--- src/rtl/gp_pkg.sv ---
package gp_pkg;

    typedef enum logic {
        PH_LOW  = 1'b0,
        PH_HIGH = 1'b1
    } phase_e;

    typedef enum logic [1:0] {
        SET_IDLE   = 2'd0,
        SET_DIVIDE = 2'd1,
        SET_STORE  = 2'd2
    } set_state_e;

    // Ratios of the reference frequency that fix the schedule
    localparam int unsigned HIGH_DIV  = 25;  // 40 ms high phase
    localparam int unsigned FLOOR_DIV = 20;  // 50 ms shortest period
    localparam int unsigned CEIL_MUL  = 60;  // 60 s longest period

endpackage

--- src/rtl/gp_const_div.sv ---
// Sequential restoring divider by a constant; one quotient bit per cycle.
module gp_const_div #(
    parameter int W       = 32,
    parameter int DIVISOR = 25
) (
    input  logic         clk,
    input  logic         rst_n,
    input  logic         start,
    input  logic [W-1:0] dividend,
    output logic         busy,
    output logic [W-1:0] quotient
);
    localparam int RW = $clog2(DIVISOR + 1);
    localparam int SW = $clog2(W + 1);
    localparam logic [RW:0] DVS = (RW + 1)'(DIVISOR);

    logic [RW-1:0] rem_q;
    logic [W-1:0]  shift_q;
    logic [SW-1:0] steps_q;
    logic          run_q;
    logic [RW:0]   trial;

    assign trial = {rem_q, shift_q[W-1]};

    always_ff @(posedge clk) begin
        if (!rst_n) begin
            run_q   <= 1'b0;
            rem_q   <= '0;
            shift_q <= '0;
            steps_q <= '0;
        end else if (start && !run_q) begin
            run_q   <= 1'b1;
            rem_q   <= '0;
            shift_q <= dividend;
            steps_q <= SW'(W);
        end else if (run_q) begin
            if (trial >= DVS) begin
                rem_q   <= RW'(trial - DVS);
                shift_q <= {shift_q[W-2:0], 1'b1};
            end else begin
                rem_q   <= trial[RW-1:0];
                shift_q <= {shift_q[W-2:0], 1'b0};
            end
            steps_q <= steps_q - 1'b1;
            if (steps_q == SW'(1)) run_q <= 1'b0;
        end
    end

    assign busy     = run_q;
    assign quotient = shift_q;
endmodule

--- src/rtl/gp_settings.sv ---
// Register writes, limit recalculation and period-to-interval conversion.
module gp_settings
    import gp_pkg::*;
#(
    parameter int         W       = 32,
    parameter logic [W-1:0] DEF_REF = W'(100_000_000),
    parameter logic [W-1:0] DEF_HI  = W'(4_000_000),
    parameter logic [W-1:0] DEF_LO  = W'(96_000_000),
    parameter logic [W-1:0] DEF_MIN = W'(5_000_000),
    parameter logic [W-1:0] DEF_MAX = {W{1'b1}}
) (
    input  logic         clk,
    input  logic         rst_n,
    input  logic         cfg_wr,
    input  logic         cfg_sel,
    input  logic [W-1:0] cfg_wdata,
    output logic         busy,
    output logic         upd_we,
    output logic [W-1:0] upd_hi,
    output logic [W-1:0] upd_lo
);
    localparam int NDIV = 2;
    localparam int PW   = W + 6;

    set_state_e   state_q, state_d;
    logic [W-1:0] freq_q, hi_q, min_q, max_q;
    logic [NDIV-1:0] div_busy;
    logic [W-1:0] div_q [NDIV];
    logic         accept, ref_start, per_write;
    logic [PW-1:0] ceil_prod;
    logic [W-1:0] ceil_sat, per_clamped, lo_calc;

    assign accept    = (state_q == SET_IDLE) && cfg_wr;
    assign ref_start = accept && cfg_sel;
    assign per_write = accept && !cfg_sel;

    // Divider 0 gives the high length, divider 1 the period floor
    for (genvar i = 0; i < NDIV; i++) begin : g_div
        localparam int DV = (i == 0) ? HIGH_DIV : FLOOR_DIV;
        gp_const_div #(.W(W), .DIVISOR(DV)) u_div (
            .clk      (clk),
            .rst_n    (rst_n),
            .start    (ref_start),
            .dividend (cfg_wdata),
            .busy     (div_busy[i]),
            .quotient (div_q[i])
        );
    end

    // State register
    always_ff @(posedge clk) begin
        if (!rst_n) state_q <= SET_IDLE;
        else        state_q <= state_d;
    end

    // Transitions
    always_comb begin
        state_d = state_q;
        unique case (state_q)
            SET_IDLE:   if (ref_start)     state_d = SET_DIVIDE;
            SET_DIVIDE: if (div_busy == '0) state_d = SET_STORE;
            SET_STORE:                     state_d = SET_IDLE;
            default:                       state_d = SET_IDLE;
        endcase
    end

    assign busy = (state_q != SET_IDLE);

    // Ceiling: f * 60, saturated to the counter range
    assign ceil_prod = PW'(freq_q) * PW'(CEIL_MUL);
    assign ceil_sat  = (ceil_prod[PW-1:W] != '0) ? {W{1'b1}} : ceil_prod[W-1:0];

    // Clamp the requested period and derive the low interval
    always_comb begin
        if (cfg_wdata < min_q)      per_clamped = min_q;
        else if (cfg_wdata > max_q) per_clamped = max_q;
        else                        per_clamped = cfg_wdata;
        lo_calc = (per_clamped > hi_q) ? (per_clamped - hi_q) : W'(1);
    end

    // Limit registers
    always_ff @(posedge clk) begin
        if (!rst_n) begin
            freq_q <= DEF_REF;
            hi_q   <= DEF_HI;
            min_q  <= DEF_MIN;
            max_q  <= DEF_MAX;
        end else begin
            if (ref_start) freq_q <= cfg_wdata;
            if (state_q == SET_STORE) begin
                hi_q  <= (div_q[0] == '0) ? W'(1) : div_q[0];
                min_q <= div_q[1];
                max_q <= ceil_sat;
            end
        end
    end

    // Outputs toward the phase unit
    always_ff @(posedge clk) begin
        if (!rst_n) begin
            upd_we <= 1'b0;
            upd_hi <= DEF_HI;
            upd_lo <= DEF_LO;
        end else begin
            upd_we <= per_write;
            if (per_write) begin
                upd_hi <= hi_q;
                upd_lo <= lo_calc;
            end
        end
    end
endmodule

--- src/rtl/gp_phase.sv ---
// Free-running counter, compare scheduling and gate toggling.
module gp_phase
    import gp_pkg::*;
#(
    parameter int           W      = 32,
    parameter logic [W-1:0] DEF_HI = W'(4_000_000),
    parameter logic [W-1:0] DEF_LO = W'(96_000_000)
) (
    input  logic         clk,
    input  logic         rst_n,
    input  logic         upd_we,
    input  logic [W-1:0] upd_hi,
    input  logic [W-1:0] upd_lo,
    output logic         gate_o,
    output logic [W-1:0] ref_cnt,
    output logic [W-1:0] cmp_val,
    output logic         pend
);
    phase_e       state_q, state_d;
    logic [W-1:0] cnt_q, cmp_q;
    logic [W-1:0] act_hi_q, act_lo_q, pend_hi_q, pend_lo_q;
    logic         pend_q, match;

    assign match = (cnt_q == cmp_q);

    // State register
    always_ff @(posedge clk) begin
        if (!rst_n) state_q <= PH_LOW;
        else        state_q <= state_d;
    end

    // Transitions
    always_comb begin
        state_d = state_q;
        unique case (state_q)
            PH_LOW:  if (match) state_d = PH_HIGH;
            PH_HIGH: if (match) state_d = PH_LOW;
            default:            state_d = PH_LOW;
        endcase
    end

    // Counter, compare point and schedule registers
    always_ff @(posedge clk) begin
        if (!rst_n) begin
            cnt_q     <= '0;
            cmp_q     <= DEF_HI;
            act_hi_q  <= DEF_HI;
            act_lo_q  <= DEF_LO;
            pend_hi_q <= DEF_HI;
            pend_lo_q <= DEF_LO;
            pend_q    <= 1'b0;
        end else begin
            cnt_q <= cnt_q + 1'b1;
            if (match) begin
                unique case (state_q)
                    PH_LOW: cmp_q <= cmp_q + act_hi_q;
                    PH_HIGH: begin
                        cmp_q <= cmp_q + act_lo_q;
                        if (pend_q) begin
                            act_hi_q <= pend_hi_q;
                            act_lo_q <= pend_lo_q;
                            pend_q   <= 1'b0;
                        end
                    end
                    default: cmp_q <= cmp_q;
                endcase
            end
            if (upd_we) begin
                pend_q    <= 1'b1;
                pend_hi_q <= upd_hi;
                pend_lo_q <= upd_lo;
            end
        end
    end

    // Outputs
    assign gate_o  = (state_q == PH_HIGH);
    assign ref_cnt = cnt_q;
    assign cmp_val = cmp_q;
    assign pend    = pend_q;
endmodule

--- src/rtl/gate_pulse_gen.sv ---
module gate_pulse_gen #(
    parameter int              CNT_W      = 32,
    parameter longint unsigned DEF_REF_HZ = 100_000_000
) (
    input  logic             clk,
    input  logic             rst_n,
    input  logic             cfg_wr,
    input  logic             cfg_sel,
    input  logic [CNT_W-1:0] cfg_wdata,
    output logic             gate_o
);
    import gp_pkg::*;

    localparam longint unsigned FULL  = (64'd1 << CNT_W) - 64'd1;
    localparam longint unsigned HI_L  = (DEF_REF_HZ / HIGH_DIV == 0) ? 64'd1 : DEF_REF_HZ / HIGH_DIV;
    localparam longint unsigned LO_L  = (DEF_REF_HZ > HI_L) ? DEF_REF_HZ - HI_L : 64'd1;
    localparam longint unsigned MIN_L = DEF_REF_HZ / FLOOR_DIV;
    localparam longint unsigned MAX_L = (DEF_REF_HZ * CEIL_MUL > FULL) ? FULL : DEF_REF_HZ * CEIL_MUL;

    localparam logic [CNT_W-1:0] DEF_REF = CNT_W'(DEF_REF_HZ);
    localparam logic [CNT_W-1:0] DEF_HI  = CNT_W'(HI_L);
    localparam logic [CNT_W-1:0] DEF_LO  = CNT_W'(LO_L);
    localparam logic [CNT_W-1:0] DEF_MIN = CNT_W'(MIN_L);
    localparam logic [CNT_W-1:0] DEF_MAX = CNT_W'(MAX_L);

    logic             set_busy, upd_we, pend;
    logic [CNT_W-1:0] upd_hi, upd_lo, ref_cnt, cmp_val;

    gp_settings #(
        .W(CNT_W), .DEF_REF(DEF_REF), .DEF_HI(DEF_HI), .DEF_LO(DEF_LO),
        .DEF_MIN(DEF_MIN), .DEF_MAX(DEF_MAX)
    ) u_settings (
        .clk       (clk),
        .rst_n     (rst_n),
        .cfg_wr    (cfg_wr),
        .cfg_sel   (cfg_sel),
        .cfg_wdata (cfg_wdata),
        .busy      (set_busy),
        .upd_we    (upd_we),
        .upd_hi    (upd_hi),
        .upd_lo    (upd_lo)
    );

    gp_phase #(.W(CNT_W), .DEF_HI(DEF_HI), .DEF_LO(DEF_LO)) u_phase (
        .clk     (clk),
        .rst_n   (rst_n),
        .upd_we  (upd_we),
        .upd_hi  (upd_hi),
        .upd_lo  (upd_lo),
        .gate_o  (gate_o),
        .ref_cnt (ref_cnt),
        .cmp_val (cmp_val),
        .pend    (pend)
    );
endmodule

--- config.mk ---
export PLATFORM = sky130hd
export DESIGN_NAME = gate_pulse_gen
export DESIGN_NICKNAME = d
export VERILOG_FILES = /design/src/rtl/gp_pkg.sv /design/src/rtl/gp_const_div.sv /design/src/rtl/gp_settings.sv /design/src/rtl/gp_phase.sv /design/src/rtl/gate_pulse_gen.sv
export SDC_FILE = /design/constraint.sdc
export NUM_CORES = 1
export LEC_CHECK = 0
export CAP_MARGIN = 20
export CORE_MARGIN = 4
export CORE_UTILIZATION = 69
export DETAILED_ROUTE_END_ITERATION = 16
export PLACE_DENSITY = 0.87
export SLEW_MARGIN = 20
export SYNTH_ARGS = -nofsm -noshare
export SYNTH_HDL_FRONTEND = slang
export SYNTH_SLANG_ARGS = --single-unit
--- constraint.sdc ---
create_clock -name clk -period 10.8 [get_ports clk]
set_input_delay 2.16 -clock clk [delete_from_list [all_inputs] [get_ports clk]]
set_output_delay 2.16 -clock clk [all_outputs]
set_load 0.03 [all_outputs]
==> impl_metrics.py <==
metrics = {
    "outcome": {
        "status": "finished clean",
    },
    "clock_network": {
        "cts_tree": "done",
        "cts_sinks": 476,
        "cts_buffers": 49,
        "cts_max_path_buffers": 3,
        "post_cts_buffers": 0,
        "clk_pin_slew_ns": 0.06,
        "cts_hold_buf": 0,
        "h-tree-depth": 2,
        "clk_latency_ns": 0.61,
        "root_buffer": "clkbuf_16",
        "cts_resized": 0,
    },
    "placement": {
        "portBuffers": 36,
        "place.gp.congestion": 0.911,
        "post-dp-hpwl_um": 47400,
        "dpl.cell_count": 3496,
        "post_dp_cell_area_sq_mm": 0.0270,
    },
    "global_routing": {
        "grt_pass1_vias": 21800,
        "grt_overflow": 0,
        "grt_usage_pct": 31.4,
        "grt_pass1_wl_um": 109000,
        "antenna_found_initial": 0,
        "grt_max_degree": 145,
    },
    "die": {
        "initial_core_util_pct": 70.1,
        "core_sq_mm": 0.0378,
        "fp.dieArea_sq_mm": 0.0416,
        "rows": 71,
        "die_x_um": 204,
        "pin_count": 37,
        "die_h_um": 204,
    },
    "power": {
        "power.density_mw_per_mm2": 161,
        "p_leak_uw": 0.0117,
        "vdd_drop_max_uv": 115,
    },
    "routing": {
        "drt-wirelength-per-cell_um": 18.6,
        "route.top_layer_used": "met4",
        "vias": 22300,
        "drt_iter0_markers": 2042,
        "routed_wl_um": 66600,
        "wl_met3_um": 3870,
        "drc_errors": 0,
        "met1_length_um": 28500,
        "drtPass1Iterations": 5,
        "route.met2.wl_um": 31400,
        "postRouteAntennaNets": 0,
        "viasPerCell": 6.22,
    },
    "sta": {
        "finalHoldViolations": 0,
        "fin_crit_sh_pct": 70.1,
        "min_period_ns": 7.57,
        "rsz0062_at_grt": "no",
        "tightest_slew_ns": 1.15,
        "slew_headroom_pct": 23.5,
        "clock.fmax_ghz": 0.132,
        "tns_ns": 0,
        "slew_violations": 0,
        "fin_skew_ns": 0.0169,
        "setup_viol": 0,
        "holdWs_ns": 0.455,
    },
    "finish": {
        "stdcell_area_sq_mm": 0.0287,
        "area_delta_synth_final_pct": 8.52,
        "regArea_sq_mm": 0.00953,
        "n_fill_cell": 2621,
        "fin_util_pct": 76.1,
        "multi_input_area_sq_mm": 0.0158,
        "drive_gt1_share_pct": 5.40,
        "layoutNonFillerInstCount": 3585,
        "antenna_cells": 0,
        "nets": 3309,
        "final_cell_mix": "475 x dfxtp_1, 440 x nand2_1, 397 x a21oi_1, 206 x nor2_1, 174 x ha_1",
        "final_common_cell": "dfxtp_1",
    },
    "yosys": {
        "yosysTopAreaCell": "dfxtp_1",
        "synthTopCellsByArea": "dfxtp_1 36%, ha_1 8.2%, a21oi_1 7.5%",
        "ys_ff_latch": 476,
        "synth_top_area_share_pct": 36.0,
        "synth_cell_types": 83,
        "synthesis.nets": 3366,
        "synth_edf_count": 0,
        "ys.flop_type": "dfxtp_1",
        "async_flop_share_pct": 0,
        "ys_seq_area_share_pct": 36.0,
        "syn_area_sq_mm": 0.0265,
        "syn_area_per_cell_sq_um": 8.56,
        "ys_warn_count": 0,
        "syn_inst": 3093,
    },
    "critical_path": {
        "start_kind": "primary input",
        "cp-end-kind": "flip-flop",
        "critPathRequiredTime_ns": 11.29,
        "path_max_fanout": 32,
        "critPathKind": "in2reg",
        "worst-endpoint-arrival_ns": 8.06,
        "r2r_setup_slack_ns": 4.99,
    },
    "worst_hold_path": {
        "worst_hold_path_type": "reg2reg",
    },
    "flow_run": {
        "cap_violations": 0,
    },
}
-- area by class of cell --
| type | instances | share of cell area, % |
|---|---|---|
| timing repair buffer | 54 | 1.72 |
| clock inverter | 16 | 0.902 |
| sequential | 476 | 33.2 |
| inverter | 142 | 1.88 |
| multi-input combinational | 2313 | 55.1 |
| clock buffer | 73 | 5.00 |
| tap | 511 | 2.23 |
-- per-stage QoR --
step / power (uW) / worst slack, ns
2_1_floorplan: 2650 / 3.96
3_3_place_gp: 2850 / 2.92
3_5_place_dp: 2880 / 2.74
4_1_cts: 4630 / 3.31
5_1_grt: 4820 / 2.92
6_report: 4630 / 3.23
-- report_power, final --
group	switching (uW)	leakage [uW]	total (uW)	internal (uW)
clock network	713	0.000828	1760	1050
registers	71.8	0.00386	1890	1820
logic	596	0.00701	984	388
-- cells by family (layout without fill, tap and decap cells) --
logic type	after synthesis	in the layout	share of synthesized area, %
adder cells (fa/ha/maj)	237	237	13.0
buffers and inverters	304	285	4.47
XOR/XNOR	136	136	4.50
flip-flops	476	476	36.0
multiplexers	181	181	6.99
AO/OA/AOI/OAI	828	828	19.4
AND/OR/NAND/NOR	931	931	15.6
-- cell usage after synthesis, types with 18 or more instances --
| cell | n |
|---|---|
| nand4_1 | 28 |
| or3_1 | 18 |
| fa_1 | 63 |
| and2_1 | 39 |
| o211ai_1 | 34 |
| a22oi_1 | 18 |
| mux2_2 | 30 |
| o21ai_0 | 127 |
| mux2i_1 | 151 |
| nand3_1 | 66 |
| nor2_1 | 209 |
| nor4_1 | 21 |
| ha_1 | 174 |
| dfxtp_1 | 476 |
| inv_1 | 142 |
| a21oi_1 | 398 |
| xnor2_1 | 56 |
| nor3_1 | 31 |
| clkbuf_1 | 127 |
| nand2_1 | 440 |
| a21o_1 | 84 |
| xor2_1 | 80 |
| and3_1 | 22 |
-- per-layer routing --
layer  up-vias  GRT usage (%)
met5         -              0
met2       793           52.7
met4         0           13.5
met1     10600           41.3
met3       166           3.81
li1      10700              -
-- registers in the layout (all words and copies together) (netlist names) --
register	flops
u_phase.pend_lo_q	32
u_phase.ref_cnt	32
u_settings.min_q	32
u_settings.hi_q	32
u_settings.max_q	31
u_settings.g_div.u_div.steps_q	12
u_phase.pend_hi_q	32
u_settings.g_div.u_div.quotient	64
u_settings.upd_hi	32
u_settings.upd_we	1
u_settings.freq_q	32
u_settings.g_div.u_div.busy	2
u_phase.gate_o	1
u_settings.g_div.u_div.rem_q	10
u_phase.act_hi_q	32
u_phase.pend	1
u_settings.state_q	2
u_settings.upd_lo	32
u_phase.cmp_val	32
u_phase.act_lo_q	32
-- final timing paths --
path         cells past startpoint                         startpoint                            endpoint
max                             23                      cfg_wdata[17]  u_settings.upd_lo[11]$_SDFFE_PN1P_
min                              2  u_phase.act_lo_q[28]$_SDFFE_PN0P_   u_phase.act_lo_q[28]$_SDFFE_PN0P_
max reg2reg                     23  u_settings.min_q[17]$_SDFFE_PN0N_  u_settings.upd_lo[11]$_SDFFE_PN1P_
min reg2reg                      2  u_phase.act_lo_q[28]$_SDFFE_PN0P_   u_phase.act_lo_q[28]$_SDFFE_PN0P_
-- critical path, cell delays in order --
cell	delay [ns]
clkdlybuf4s50_1	0.52
ha_1	0.38
a21o_1	0.18
a21o_1	0.18
a21o_1	0.17
a21oi_1	0.19
o221ai_1	0.15
a21o_1	0.19
a221o_1	0.35
a31o_2	0.22
buf_4	0.31
mux2i_1	0.24
ha_1	0.20
inv_1	0.06
fa_1	0.40
a21oi_1	0.27
o211ai_1	0.15
nand3_1	0.14
o211ai_1	0.20
a41oi_1	0.49
o32a_1	0.31
o21ai_4	0.22
a221o_1	0.36
Power figures use the tool's default switching activity.
